<file path="config.mk">
export PLATFORM = sky130hd
export DESIGN_NAME = alu_flag_unit
export DESIGN_NICKNAME = d
export VERILOG_FILES = /design/src/rtl/alu_flag_pkg.sv /design/src/rtl/alu_flag_ctrl.sv /design/src/rtl/alu_flag_dpath.sv /design/src/rtl/alu_flag_unit.sv
export SDC_FILE = /design/constraint.sdc
export NUM_CORES = 1
export LEC_CHECK = 0
export ABC_AREA = 1
export BUFFER_PORTS_ARGS = -buffer_cell sky130_fd_sc_hd__buf_2
export CAP_MARGIN = 20
export CELL_PAD_IN_SITES_DETAIL_PLACEMENT = 0
export CELL_PAD_IN_SITES_GLOBAL_PLACEMENT = 1
export CORE_ASPECT_RATIO = 1.75
export CORE_MARGIN = 5
export CORE_UTILIZATION = 35
export CTS_CLUSTER_SIZE = 14
export DETAILED_ROUTE_END_ITERATION = 10
export GPL_TIMING_DRIVEN = 0
export PLACE_DENSITY = 0.78
export SETUP_SLACK_MARGIN = 0.15
export SYNTH_ARGS = -nofsm -noshare
export SYNTH_HDL_FRONTEND = slang
export SYNTH_SLANG_ARGS = --single-unit
export TNS_END_PERCENT = 5
</file>
<file path="constraint.sdc">
create_clock -name clk -period 4.1 [get_ports clk]
set_clock_uncertainty 0.2 [all_clocks]
set_input_delay 0.82 -clock clk [delete_from_list [all_inputs] [get_ports clk]]
set_output_delay 0.82 -clock clk [all_outputs]
set_load 0.05 [all_outputs]
</file>
<file path="src/rtl/alu_flag_pkg.sv">
package alu_flag_pkg;

  typedef enum logic [2:0] {
    OP_ADD = 3'd0,
    OP_ADC = 3'd1,
    OP_SUB = 3'd2,
    OP_SBB = 3'd3,
    OP_AND = 3'd4,
    OP_OR  = 3'd5,
    OP_XOR = 3'd6,
    OP_DEC = 3'd7
  } aluOp_e;

  localparam int FLAG_N = 9;
  localparam int FLG_CF = 0;
  localparam int FLG_PF = 1;
  localparam int FLG_AF = 2;
  localparam int FLG_ZF = 3;
  localparam int FLG_SF = 4;
  localparam int FLG_OF = 5;
  localparam int FLG_TF = 6;
  localparam int FLG_IF = 7;
  localparam int FLG_DF = 8;
  localparam int STATUS_N = 6;

  // strobes from control to datapath
  typedef struct packed {
    logic       arithWr;
    logic       isSub;
    logic       useCarry;
    logic       isLogic;
    logic [1:0] logicSel;
    logic       isDec;
    logic       wrTf;
    logic       wrIf;
    logic       wrDf;
    logic       ctlVal;
  } flagStrb_t;

endpackage

</file>
<file path="src/rtl/alu_flag_ctrl.sv">
module alu_flag_ctrl
  import alu_flag_pkg::*;
(
  input  logic [2:0] opCode,
  input  logic       updateEn,
  input  logic       ctlWr,
  input  logic [1:0] ctlSel,
  input  logic       ctlVal,
  output flagStrb_t  strb
);

  aluOp_e opDec;

  always_comb begin
    opDec = aluOp_e'(opCode);
    strb = '0;
    strb.isDec    = (opDec == OP_DEC);
    strb.isLogic  = (opDec == OP_AND) || (opDec == OP_OR) || (opDec == OP_XOR);
    strb.isSub    = (opDec == OP_SUB) || (opDec == OP_SBB) || (opDec == OP_DEC);
    strb.useCarry = (opDec == OP_ADC) || (opDec == OP_SBB);
    strb.logicSel = opCode[1:0];
    strb.arithWr  = updateEn && (opDec != OP_DEC);
    strb.wrTf     = ctlWr && (ctlSel == 2'd0);
    strb.wrIf     = ctlWr && (ctlSel == 2'd1);
    strb.wrDf     = ctlWr && (ctlSel == 2'd2);
    strb.ctlVal   = ctlVal;
  end

endmodule

</file>
<file path="src/rtl/alu_flag_dpath.sv">
module alu_flag_dpath
  import alu_flag_pkg::*;
#(
  parameter int DATA_W = 16,
  parameter int BYTE_W = 8,
  parameter int NIB_W  = 4
) (
  input  logic              clk,
  input  logic              rst_n,
  input  logic [DATA_W-1:0] opA,
  input  logic [DATA_W-1:0] opB,
  input  logic              wideMode,
  input  logic              carryIn,
  input  flagStrb_t         strb,
  output logic [DATA_W-1:0] result,
  output logic [FLAG_N-1:0] flagsQ
);

  localparam int HI_W = DATA_W - BYTE_W;

  logic              cIn;
  logic [DATA_W-1:0] bEff;
  logic [DATA_W:0]   wExt;
  logic [BYTE_W:0]   bExt;
  logic [NIB_W:0]    nExt;
  logic [DATA_W-1:0] logicRes;
  logic [BYTE_W-1:0] lowRes;
  logic              signA, signB, signR;
  logic              cfNew, afNew, ofNew, zfNew, sfNew, pfNew;

  // adder lanes: full width, low byte, low nibble
  always_comb begin
    cIn  = strb.useCarry & carryIn;
    bEff = strb.isDec ? DATA_W'(1) : opB;
    if (strb.isSub) begin
      wExt = {1'b0, opA} - {1'b0, bEff} - {{DATA_W{1'b0}}, cIn};
      bExt = {1'b0, opA[BYTE_W-1:0]} - {1'b0, bEff[BYTE_W-1:0]} - {{BYTE_W{1'b0}}, cIn};
      nExt = {1'b0, opA[NIB_W-1:0]} - {1'b0, bEff[NIB_W-1:0]} - {{NIB_W{1'b0}}, cIn};
    end else begin
      wExt = {1'b0, opA} + {1'b0, bEff} + {{DATA_W{1'b0}}, cIn};
      bExt = {1'b0, opA[BYTE_W-1:0]} + {1'b0, bEff[BYTE_W-1:0]} + {{BYTE_W{1'b0}}, cIn};
      nExt = {1'b0, opA[NIB_W-1:0]} + {1'b0, bEff[NIB_W-1:0]} + {{NIB_W{1'b0}}, cIn};
    end
  end

  always_comb begin
    case (strb.logicSel)
      2'd0:    logicRes = opA & opB;
      2'd1:    logicRes = opA | opB;
      default: logicRes = opA ^ opB;
    endcase
  end

  // width variant of the result lane
  generate
    if (HI_W > 0) begin : gSplit
      always_comb begin
        lowRes = strb.isLogic ? logicRes[BYTE_W-1:0] : bExt[BYTE_W-1:0];
        if (wideMode)
          result = strb.isLogic ? logicRes : wExt[DATA_W-1:0];
        else
          result = {{HI_W{1'b0}}, lowRes};
      end
    end else begin : gFlat
      always_comb begin
        lowRes = strb.isLogic ? logicRes[BYTE_W-1:0] : bExt[BYTE_W-1:0];
        result = lowRes;
      end
    end
  endgenerate

  always_comb begin
    signA = wideMode ? opA[DATA_W-1]    : opA[BYTE_W-1];
    signB = wideMode ? bEff[DATA_W-1]   : bEff[BYTE_W-1];
    signR = wideMode ? result[DATA_W-1] : result[BYTE_W-1];
    cfNew = wideMode ? wExt[DATA_W] : bExt[BYTE_W];
    afNew = nExt[NIB_W];
    if (strb.isSub)
      ofNew = (signA != signB) && (signR != signA);
    else
      ofNew = (signA == signB) && (signR != signA);
    zfNew = (result == '0);
    sfNew = signR;
    pfNew = ~^result[BYTE_W-1:0];
  end

  always_ff @(posedge clk or negedge rst_n) begin
    if (!rst_n) begin
      flagsQ <= '0;
    end else begin
      if (strb.arithWr) begin
        flagsQ[FLG_CF] <= strb.isLogic ? 1'b0 : cfNew;
        flagsQ[FLG_OF] <= strb.isLogic ? 1'b0 : ofNew;
        if (!strb.isLogic)
          flagsQ[FLG_AF] <= afNew;
        flagsQ[FLG_ZF] <= zfNew;
        flagsQ[FLG_SF] <= sfNew;
        flagsQ[FLG_PF] <= pfNew;
      end
      if (strb.wrTf) flagsQ[FLG_TF] <= strb.ctlVal;
      if (strb.wrIf) flagsQ[FLG_IF] <= strb.ctlVal;
      if (strb.wrDf) flagsQ[FLG_DF] <= strb.ctlVal;
    end
  end

  AST_TF_CMD_ONLY: assert property (@(posedge clk) disable iff (!rst_n)
    !strb.wrTf |=> $stable(flagsQ[FLG_TF]));
  AST_IF_CMD_ONLY: assert property (@(posedge clk) disable iff (!rst_n)
    !strb.wrIf |=> $stable(flagsQ[FLG_IF]));
  AST_DF_CMD_ONLY: assert property (@(posedge clk) disable iff (!rst_n)
    !strb.wrDf |=> $stable(flagsQ[FLG_DF]));
  AST_LOGIC_CLEARS: assert property (@(posedge clk) disable iff (!rst_n)
    (strb.arithWr && strb.isLogic) |=> (!flagsQ[FLG_CF] && !flagsQ[FLG_OF]));
  AST_LOGIC_KEEPS_AF: assert property (@(posedge clk) disable iff (!rst_n)
    (strb.arithWr && strb.isLogic) |=> $stable(flagsQ[FLG_AF]));
  AST_STATUS_HOLD: assert property (@(posedge clk) disable iff (!rst_n)
    !strb.arithWr |=> $stable(flagsQ[STATUS_N-1:0]));

endmodule

</file>
<file path="src/rtl/alu_flag_unit.sv">
module alu_flag_unit
  import alu_flag_pkg::*;
#(
  parameter int DATA_W = 16,
  parameter int BYTE_W = 8,
  parameter int NIB_W  = 4
) (
  input  logic              clk,
  input  logic              rst_n,
  input  logic [DATA_W-1:0] opA,
  input  logic [DATA_W-1:0] opB,
  input  logic [2:0]        opCode,
  input  logic              wideMode,
  input  logic              carryIn,
  input  logic              updateEn,
  input  logic              ctlWr,
  input  logic [1:0]        ctlSel,
  input  logic              ctlVal,
  output logic [DATA_W-1:0] result,
  output logic [FLAG_N-1:0] flagsOut
);

  flagStrb_t strb;

  alu_flag_ctrl uCtrl (
    .opCode   (opCode),
    .updateEn (updateEn),
    .ctlWr    (ctlWr),
    .ctlSel   (ctlSel),
    .ctlVal   (ctlVal),
    .strb     (strb)
  );

  alu_flag_dpath #(
    .DATA_W (DATA_W),
    .BYTE_W (BYTE_W),
    .NIB_W  (NIB_W)
  ) uDpath (
    .clk      (clk),
    .rst_n    (rst_n),
    .opA      (opA),
    .opB      (opB),
    .wideMode (wideMode),
    .carryIn  (carryIn),
    .strb     (strb),
    .result   (result),
    .flagsQ   (flagsOut)
  );

  AST_DEC_NO_FLAGS: assert property (@(posedge clk) disable iff (!rst_n)
    (opCode == 3'd7) |=> $stable(flagsOut));
  AST_BYTE_UPPER_ZERO: assert property (@(posedge clk) disable iff (!rst_n)
    !wideMode |-> (result[DATA_W-1:BYTE_W] == '0));
  AST_PARITY_LOW: assert property (@(posedge clk) disable iff (!rst_n)
    (updateEn && opCode != 3'd7) |=> (flagsOut[FLG_PF] == ~^$past(result[BYTE_W-1:0])));

endmodule

</file>
==> impl_metrics.csv <==
group,metric,value,unit
run,drv_cap,0,
placed_design,hpwlAfterDp,12000,um
clocking,cts_buffer_depth,2,
logic_synthesis,ys_warn_count,0,
placed_design,port_buffers,68,
global_route,grt_pass1_wl,23200,um
global_route,antenna_found_initial,0,
timing,tightest_slew,528,ps
logic_synthesis,synth_seq_cells,9,
layout,top_register,"uDpath.flagsQ",
logic_synthesis,synth_common_cells,"208 x nand2_1, 136 x inv_1, 81 x ha_1",
outcome,status,"complete, but fails checks",
critical_path,worstReg2RegStart,"uDpath.flagsQ[2]",
global_route,grt.total_usage,0.202,
timing,final.period_utilization,1.05,
critical_path,crit_path_start,"opCode[0]",
routing,final_antenna_net_count,0,
logic_synthesis,synth-edff-count,0,
clocking,cts.sinks,9,
clocking,clock_latency,230,ps
layout,top_regs,"uDpath.flagsQ: 9 flops",
critical_path,crit_end,"result[13]",
global_route,grt-ovfl-total,0,
placed_design,place_congestion,0.868,
timing,max_freq,232,MHz
critical_path,worst_setup_path_start_kind,"input pin",
layout,drive_above_1_share,0.374,
power,p_total,1500,uW
global_route,grt_max_degree,11,
clocking,clk_pin_slew_worst_paths,40,ps
layout,antennaDiodeCount,0,
timing,drv_slew,0,
logic_synthesis,synth_fp_nets,834,
layout,layout.nets,938,
critical_path,crit_arrival,3290,ps
die,dieArea,0.0141,mm2
layout,regArea,225,um2
timing,rsz0062_at_grt,"yes",
critical_path,worstSetupEndpointType,"primary output",
timing,setup-violations-final,11,
logic_synthesis,ys_seq_area_frac,0.0547,
clocking,cts_buffers,3,
die,rows,52,
clocking,cts_tree,"yes",
routing,wl_per_cell,15.4,um
layout,largest_reg_flops,9,
die,ios,69,
layout,multi_input_area,0.00390,mm2
logic_synthesis,netlist_instances,705,
critical_path,r2r-end,"uDpath.flagsQ[2]",
routing,routed-via-count,4708,
clocking,h-tree-depth,1,
clocking,cts_hold_buf,0,
hold_path,holdCritPathClass,"input pin to async pin",
power,p_leak,0.00321,uW
logic_synthesis,synthArstFlopShare,1.00,
logic_synthesis,post-synth-top-count-cell,"nand2_1",
logic_synthesis,avgSynthCellArea,5.84,um2
logic_synthesis,ys_types,45,
timing,setup_slack,-205,ps
timing,slew_headroom,0.648,
logic_synthesis,ys.flop_type,"dfrtp_1",
power,power.density,257,mW/mm2
critical_path,critPathKind,"input pin to primary output",
die,initial_core_util,0.355,
routing,totalWireLength,14600,um
logic_synthesis,syn_area,0.00412,mm2
critical_path,reg2reg_depth,2,
logic_synthesis,yosysTopAreaCellShare,0.246,
timing,finalHoldViolations,0,
routing,drt-initial-drc-count,141,
die,die_h,153,um
routing,drc,0,
critical_path,r2r_slack,3220,ps
die,fp.dieW,92.0,um
outcome,violations,"setup timing",
die,coreArea,0.0116,mm2
global_route,grt_pass1_vias,4772,
timing,period_minus_slack,4310,ps
power,ir_drop,288,uV
routing,vias_per_cell,4.99,
critical_path,crit_fanout,4,
routing,dr.pass1.iters,4,
layout,fillerInstances,1227,
critical_path,cp_data_required_time,3080,ps
layout,area_growth,41.7,%
logic_synthesis,synth_top_area_cell,"ha_1",
timing,setup_tns,-1520,ps
clocking,cts-root-buf,"clkbuf_16",
logic_synthesis,synthTopCellsByArea,"ha_1 25%, nand2_1 19%, inv_1 12%",
-- through the flow --
step           cell area (um2)  worst slack, ps  hold WS (ps)   util  std cells
6_report                  5830             -205           231  0.503        943
5_1_grt                   5830             -307           237  0.503        943
4_1_cts                   5510             -212           235  0.476        932
3_5_place_dp              5040             -523           260  0.435        908
3_3_place_gp              5040             -522           264  0.435        908
2_1_floorplan             4530              111           324      -        705
-- how the worst min path moves through the flow --
stage | from | to | depth (start not counted)
after global placement | uDpath.flagsQ[1] | uDpath.flagsQ[1] | 2
after detailed placement | uDpath.flagsQ[0] | uDpath.flagsQ[0] | 2
after CTS | rst_n | uDpath.flagsQ[3] | 1
final | rst_n | uDpath.flagsQ[3] | 1
after floorplan | rst_n | uDpath.flagsQ[0] | 0
after global routing | rst_n | uDpath.flagsQ[3] | 1
-- metal layers --
layer,wire [um],vias to the layer above,GRT usage
met5,0,-,0
met4,743,0,0.101
met3,517,34,0.0157
met2,7740,117,0.382
met1,5560,2141,0.220
li1,-,2416,-
-- logic make-up after synthesis --
family,after synthesis,synth area share
flops,9,0.0547
fa+ha+maj,85,0.266
compound gates,89,0.140
simple gates,339,0.356
xor+xnor,8,0.0170
buf+inv,175,0.167
-- cell usage in the layout, fill, tap and decap left out, types with 3 or more instances in the layout --
cell type   netlist  layout
nand2_1         208     151
inv_1           136     113
nand2_2          12      57
ha_1             81      56
buf_2             3      54
nand3_1          63      54
inv_2            23      36
buf_4             4      36
nor2_1           34      27
a21oi_1          34      27
ha_4              0      24
o221ai_1         14      14
o21ai_0          17      13
nand2_4           2      13
buf_6             1      12
a21oi_2           5      10
dfrtp_1           9       9
inv_4             1       8
nand3_2           2       8
nor2_2            2       6
o21ai_1           4       6
clkbuf_16         0       5
clkbuf_1          5       4
xor2_1            5       4
a21oi_4           2       4
nor2_4            1       4
o21bai_1          4       4
nand4_1           4       4
clkinvlp_4        0       4
buf_8             0       4
nand3_4           0       3
nor3_1            3       3
-- report_power, final --
group	internal [uW]	switching (uW)	leakage (uW)
combinational	457	753	0.00306
sequential	106	9.14	0.000112
clock	130	42.8	0.0000382
total	693	805	0.00321
-- critical path: stages --
cell and delay, ps:
buf_6 100, buf_12 120, clkbuf_16 140, nand3_4 90
inv_2 40, fa_1 550, inv_1 60, ha_2 170
o21ai_2 130, nand2_2 130, nand2_2 120, nand2_4 80
nand2_4 80, nand2_2 50, nand2_2 60, nand3_2 70
nand2_2 90, nand2_2 60, nand2_4 80, clkinvlp_4 90
buf_8 150
-- layout make-up --
type / instances / share of cell area
buffer: 14 / 0.0230
clock buffer: 4 / 0.0135
inverter: 161 / 0.110
multi-input combinational: 521 / 0.668
sequential: 9 / 0.0386
tap: 135 / 0.0290
timing repair buffer: 99 / 0.118
-- timing repair --
item                       in CTS  in global routing
buffers inserted               19                 11
gates resized for setup        70                 67
cloned                          1                  0
setup endpoints to repair      18                 18
pin swaps                      38                 41
Note: power is estimated with default switching activity, not from simulation.
